===== src/rtl/audio_clk_pkg.sv =====
package audio_clk_pkg;

    localparam int SEL_W   = 2;
    localparam int MCODE_W = 5;
    localparam int SCODE_W = 4;
    localparam int RATIO_W = 8;

    // Registered view of the external bit clock pin
    typedef struct packed {
        logic lvl;
        logic rise;
    } ext_state_t;

    // MCLK ratio: four special codes, otherwise an even ratio
    function automatic logic [RATIO_W-1:0] mclk_ratio(input logic [MCODE_W-1:0] c);
        logic [RATIO_W-1:0] r;
        case (c)
            5'h14:   r = 8'd1;
            5'h13:   r = 8'd3;
            5'h12:   r = 8'd5;
            5'h0E:   r = 8'd14;
            default: r = {2'b00, c, 1'b0} + 8'd2;
        endcase
        return r;
    endfunction

    // SCLK ratio: two special codes, otherwise an even ratio
    function automatic logic [RATIO_W-1:0] sclk_ratio(input logic [SCODE_W-1:0] c);
        logic [RATIO_W-1:0] r;
        case (c)
            4'h8:    r = 8'd1;
            4'h9:    r = 8'd3;
            default: r = {3'b000, c, 1'b0} + 8'd2;
        endcase
        return r;
    endfunction

endpackage


===== src/rtl/audio_src_select.sv =====
module audio_src_select
    import audio_clk_pkg::*;
#(
    parameter int NSRC = 3
) (
    input  logic [SEL_W-1:0] sel,
    input  logic [NSRC-1:0]  src_tick,
    output logic             tick
);
    localparam int NSLOT = 1 << SEL_W;

    logic [NSLOT-1:0] slot;

    // Codes beyond the last source are tied off, so they stop the clocks
    for (genvar i = 0; i < NSLOT; i++) begin : g_slot
        if (i < NSRC) begin : g_live
            assign slot[i] = src_tick[i];
        end else begin : g_off
            assign slot[i] = 1'b0;
        end
    end

    assign tick = slot[sel];
endmodule


===== src/rtl/audio_tick_div.sv =====
module audio_tick_div
    import audio_clk_pkg::*;
#(
    parameter int CODE_W  = 5,
    parameter int MAX_DIV = 64,
    parameter bit IS_MCLK = 1'b1
) (
    input  logic              clk,
    input  logic              rst_n,
    input  logic [CODE_W-1:0] code,
    input  logic              in_tick,
    output logic              pulse_o,
    output logic              level_o
);
    localparam int CNT_W = $clog2(MAX_DIV);
    localparam int NW    = CNT_W + 1;

    typedef struct packed {
        logic [CNT_W-1:0]  cnt;
        logic [CODE_W-1:0] code;
        logic              pulse;
        logic              level;
    } div_state_t;

    div_state_t         st_d, st_q;
    logic [RATIO_W-1:0] ratio;
    logic [NW-1:0]      n, half, cnt_x;

    // The parameter picks which code table applies
    if (IS_MCLK) begin : g_mclk
        assign ratio = mclk_ratio(MCODE_W'(code));
    end else begin : g_sclk
        assign ratio = sclk_ratio(SCODE_W'(code));
    end

    assign n     = NW'(ratio);
    assign half  = n >> 1;
    assign cnt_x = NW'(st_q.cnt);

    always_comb begin
        st_d       = st_q;
        st_d.pulse = 1'b0;
        if (n == NW'(1)) begin
            st_d.level = 1'b0;
        end
        if (code != st_q.code) begin
            // Ratio changed: start clean, drop this cycle's tick
            st_d.code  = code;
            st_d.cnt   = '0;
            st_d.level = 1'b0;
        end else if (in_tick) begin
            st_d.pulse = (st_q.cnt == '0);
            st_d.level = (n == NW'(1)) ? 1'b1 : (cnt_x < half);
            st_d.cnt   = (cnt_x == n - NW'(1)) ? '0 : CNT_W'(cnt_x + NW'(1));
        end
    end

    always_ff @(posedge clk) begin
        if (!rst_n) begin
            st_q      <= '0;
            st_q.code <= code;
        end else begin
            st_q <= st_d;
        end
    end

    assign pulse_o = st_q.pulse;
    assign level_o = st_q.level;
endmodule


===== src/rtl/audio_sclk_route.sv =====
module audio_sclk_route
    import audio_clk_pkg::*;
(
    input  logic clk,
    input  logic rst_n,
    input  logic master,
    input  logic int_pulse,
    input  logic int_level,
    input  logic ext_pin,
    output logic sclk_en,
    output logic sclk_o
);
    ext_state_t ext_d, ext_q;

    always_comb begin
        ext_d      = ext_q;
        ext_d.lvl  = ext_pin;
        ext_d.rise = ext_pin & ~ext_q.lvl;
    end

    always_ff @(posedge clk) begin
        if (!rst_n) begin
            ext_q <= '0;
        end else begin
            ext_q <= ext_d;
        end
    end

    assign sclk_en = master ? int_pulse : ext_q.rise;
    assign sclk_o  = master ? int_level : ext_q.lvl;
endmodule


===== src/rtl/audio_clkgen.sv =====
module audio_clkgen
    import audio_clk_pkg::*;
#(
    parameter int NSRC     = 3,
    parameter int MCLK_MAX = 64,
    parameter int SCLK_MAX = 32
) (
    input  logic            clk,
    input  logic            rst_n,
    input  logic [31:0]     fmt_word,
    input  logic [NSRC-1:0] src_tick,
    input  logic            ext_sclk,
    output logic            mclk_en,
    output logic            mclk_o,
    output logic            sclk_en,
    output logic            sclk_o
);
    localparam int SEL_LSB   = 30;
    localparam int MCODE_LSB = 24;
    localparam int SCODE_LSB = 20;
    localparam int MST_BIT   = 19;

    logic [SEL_W-1:0]   sel;
    logic [MCODE_W-1:0] mcode;
    logic [SCODE_W-1:0] scode;
    logic               master;
    logic               ref_tick;
    logic               s_pulse, s_level;
    logic               unused_fmt;

    assign sel        = fmt_word[SEL_LSB +: SEL_W];
    assign mcode      = fmt_word[MCODE_LSB +: MCODE_W];
    assign scode      = fmt_word[SCODE_LSB +: SCODE_W];
    assign master     = fmt_word[MST_BIT];
    assign unused_fmt = ^{fmt_word[29], fmt_word[18:0]};

    audio_src_select #(.NSRC(NSRC)) i_sel (
        .sel      (sel),
        .src_tick (src_tick),
        .tick     (ref_tick)
    );

    audio_tick_div #(.CODE_W(MCODE_W), .MAX_DIV(MCLK_MAX), .IS_MCLK(1'b1)) i_mdiv (
        .clk     (clk),
        .rst_n   (rst_n),
        .code    (mcode),
        .in_tick (ref_tick),
        .pulse_o (mclk_en),
        .level_o (mclk_o)
    );

    audio_tick_div #(.CODE_W(SCODE_W), .MAX_DIV(SCLK_MAX), .IS_MCLK(1'b0)) i_sdiv (
        .clk     (clk),
        .rst_n   (rst_n),
        .code    (scode),
        .in_tick (mclk_en),
        .pulse_o (s_pulse),
        .level_o (s_level)
    );

    audio_sclk_route i_route (
        .clk       (clk),
        .rst_n     (rst_n),
        .master    (master),
        .int_pulse (s_pulse),
        .int_level (s_level),
        .ext_pin   (ext_sclk),
        .sclk_en   (sclk_en),
        .sclk_o    (sclk_o)
    );
endmodule


===== config.mk =====
export PLATFORM = sky130hd
export DESIGN_NAME = audio_clkgen
export DESIGN_NICKNAME = d
export VERILOG_FILES = /design/src/rtl/audio_clk_pkg.sv /design/src/rtl/audio_src_select.sv /design/src/rtl/audio_tick_div.sv /design/src/rtl/audio_sclk_route.sv /design/src/rtl/audio_clkgen.sv
export SDC_FILE = /design/constraint.sdc
export NUM_CORES = 1
export LEC_CHECK = 0
export ABC_AREA = 1
export BUFFER_PORTS_ARGS = -buffer_cell sky130_fd_sc_hd__buf_2
export CAP_MARGIN = 20
export CORE_AREA = 2 2 67 69
export CTS_CLUSTER_DIAMETER = 150
export CTS_CLUSTER_SIZE = 28
export DETAILED_ROUTE_END_ITERATION = 16
export DIE_AREA = 0 0 69 71
export GPL_TIMING_DRIVEN = 0
export PLACE_DENSITY = 0.85
export SLEW_MARGIN = 20
export SYNTH_ARGS = -nofsm -noshare
export SYNTH_HDL_FRONTEND = slang
export SYNTH_SLANG_ARGS = --single-unit

===== constraint.sdc =====
create_clock -name clk -period 2.9 [get_ports clk]
set_input_delay 0.58 -clock clk [delete_from_list [all_inputs] [get_ports clk]]
set_output_delay 0.58 -clock clk [all_outputs]
set_load 0.03 [all_outputs]

==> out/results.tsv <==
stage	metric	value	unit
run_status	status	finished, final reports clean	
global_routing	largest_net_degree_at_the_start_of_global_routing	16	
final_layout	multi_input_area	1430	um2
critical_path	critical_path.reg2reg.endpoint	i_mdiv.pulse_o	
critical_path	setup.worst_path.start_class	input port	
die	floorplan.io_pins	42	
min_path	hold_class	flip-flop to flip-flop	
global_routing	grt_pass1_wl	7960	um
final_layout	finish.net_count	406	
critical_path	cp_data_required_time	3080	ps
global_routing	grt_pass1_vias	1933	
global_routing	globalRoute.totalOverflow	0	
power_and_ir_drop	worst_ir_drop_vdd	0.000205	V
timing	setup_viol	0	
clock_tree	tritoncts	yes	
logic_synthesis	synth_seq_area_share	27.1	%
routing	route.detailed.wl_per_inst	11.3	um
job	max_cap_viol_count	0	
timing	timing_max_transition_violations_final	0	
logic_synthesis	synthesis.area	2250	um2
logic_synthesis	synth_largest_area_cell	dfxtp_1	
timing	fmax	0.372	GHz
logic_synthesis	synth_flop_cell	dfxtp_1	
timing	timing.final.hold_violations	0	
clock_tree	ctsRootBufferMaster	clkbuf_8	
logic_synthesis	synth_enable_flop_cells	9	
critical_path	worstSetupPathType	input port to flip-flop	
timing	period_needed	2690	ps
final_layout	layout.cell_area.non_filler	2490	um2
die	dieWidth	69	um
logic_synthesis	yosys-top-cells-area	dfxtp_1, nand2_1, ha_1	
critical_path	crit_fanout	7	
routing	drt-total-wl	4480	um
power_and_ir_drop	p_leak	1.26	nW
power_and_ir_drop	power.density	345	nW/um2
place	routabilityCongestion	0.856	
place	postPlaceCellArea	2420	um2
clock_tree	cts.sink_count	26	
min_path	worst_hold_startpoint	i_route.ext_q[1]	
critical_path	worst-endpoint-arrival	2860	ps
logic_synthesis	post_synth_inst_count	320	
critical_path	setup.worst_path.end_class	flip-flop	
final_layout	post_route_cells_drive_above_1_share	17.7	%
timing	final.period_utilization	92.6	%
logic_synthesis	ys_async_sr_fraction	0	%
die	start_util	53.6	%
min_path	holdPathEnd	i_route.ext_q[0]	
min_path	worst_hold_stages	1	
timing	slew_headroom	49.7	%
die	core.rowCount	24	
die	die-height	71	um
routing	routed-via-count	2022	
logic_synthesis	ys_top_cells_by_count	nand2_1, inv_1, nor2_1	
logic_synthesis	synthesis.yosys.warnings	0	
place	dpl.hpwl	3610	um
logic_synthesis	synthesized_flop_and_latch_total	26	
clock_tree	cts_hold_buf	0	
global_routing	grt_util_all_layers	19.5	%
logic_synthesis	synth.distinct_cells	35	
routing	detailedRoute.firstIterationViolations	63	
timing	worst_slew_pin_slew	754	ps
place	port_buffers	21	
place	numPlacedInstances	393	
critical_path	critical_path.reg2reg.startpoint	i_mdiv.st_q[5]	
final_layout	finish.utilization	59.3	%
logic_synthesis	postSynthNetCount	380	
routing	via_per_inst	5.09	
routing	route.antenna.remaining_nets	0	
clock_tree	cts.repair_timing.setup_buffer_count	0	
clock_tree	numCtsBuffers	3	
timing	unrepaired_setup_endpoints_after_global_routing	false	
die	floorplan.core_area	4200	um2
timing	setup_ws	213	ps
clock_tree	worst_setup_hold_path_clk_slew	100	ps
timing	clock_skew	3.49	ps
logic_synthesis	synth_top_area_share	15.1	%
clock_tree	clock_tree_buf_depth	2	
routing	drc	0	
final_layout	antenna_cells_inserted	0	
final_layout	nFillCells	413	
logic_synthesis	syn_area_per_cell	7.05	um2
place	place_ws	-49.2	ps
clock_tree	cts-resized-gates	0	
die	die-area	4900	um2
critical_path	r2r_slack	930	ps
logic_synthesis	post-synth-top-count-cell	nand2_1	
global_routing	antenna_found_initial	0	
final_layout	final_cells	397	
clock_tree	worst_skew_pair.late_latency	280	ps
critical_path	worstRegToRegCells	5	
final_layout	synthToLayoutAreaGrowth	10.5	%
routing	drtPass1Iterations	5	
clock_tree	cts_htree_levels	1	
final_layout	sequential_cell_area	611	um2
-- routing by layer --
| layer | wire length (um) | track usage, % | vias up |
|---|---|---|---|
| met3 | 131 | 2.85 | 10 |
| met1 | 2040 | 22.0 | 906 |
| met5 | 0 | 0 | - |
| met2 | 2210 | 36.2 | 34 |
| met4 | 98 | 9.15 | 0 |
| li1 | - | - | 1072 |
-- worst max-delay path: stages --
cell and delay (ps):
buf_2 150, inv_1 100, ha_1 260, nand2_1 90, nor2_1 60, nor2_2 160, nand3_1 110, nand2_2 100
inv_1 70, ha_1 200, xor2_1 190, inv_1 60, nand2_1 60, nand2_1 40, nor2_1 140, nand3_2 100
nor2_2 130, nand3_2 140, nand2_1 100, nor2_1 40
-- area by class of cell --
class	count	area share (%)
flip-flops and latches	26	24.5
plain buffers	2	0.603
repair buffers	21	4.22
well taps	52	2.61
multi-input cells	238	57.3
clock buffers	4	2.66
inverters	54	8.14
-- logic make-up (layout without fill, tap and decap cells) --
group                      after synthesis  in the layout  share of synthesized area, %
xor gates and xnor gates                19             19                          7.38
muxes                                    2              2                         0.999
AOI/OAI and AO/OA                       25             25                          7.38
buffers and inverters                   56             81                          9.66
and+or+nand+nor                        170            170                          35.3
adders and majority gates               22             22                          12.2
DFF                                     26             26                          27.1
-- worst max-delay path by stage --
stage / startpoint / end / slack, ps
after floorplan: fmt_word[24] / i_mdiv.cnt_x[0] / 430
after global placement: fmt_word[24] / i_mdiv.cnt_x[0] / -2
after detailed placement: fmt_word[24] / i_mdiv.cnt_x[0] / -50
after CTS: fmt_word[24] / i_mdiv.cnt_x[0] / 230
after global routing: fmt_word[24] / i_mdiv.cnt_x[4] / 30
final: fmt_word[24] / i_mdiv.cnt_x[0] / 210
-- sequential cells by signal (all words and copies together), names as in the netlist --
signal          cells
i_sdiv.pulse_o      1
i_sdiv.st_q         4
i_sdiv.level_o      1
i_mdiv.cnt_x        6
i_mdiv.level_o      1
i_sdiv.cnt_x        5
i_mdiv.pulse_o      1
i_route.ext_q       2
i_mdiv.st_q         5
-- metrics by stage --
| step | TNS [ps] | total power, mW | hold WS [ps] |
|---|---|---|---|
| finish | 0 | 0.859 | 431 |
| global route | 0 | 0.908 | 463 |
| CTS | 0 | 0.863 | 439 |
| detailed placement | -135 | 0.594 | 425 |
| global placement | -2.17 | 0.586 | 407 |
| floorplan | 0 | 0.544 | 387 |
-- where the power goes --
group          switching, mW  internal [mW]
registers            0.00428          0.387
logic                  0.123         0.0714
clock network          0.123          0.150
-- layout by cell type (no fill, tap or decap), drive strengths merged, types with 4 or more instances in the layout --
cell type,synthesis,layout
inv,54,54
nand4,9,9
dfxtp,17,17
edfxtp,9,9
a21oi,10,10
clkbuf,1,5
nand2,86,86
nand3,24,24
xor2,18,18
nor2,41,41
buf,1,22
ha,22,22
o21ai,6,6
or2,4,4
(Power assumes the default switching activity.)
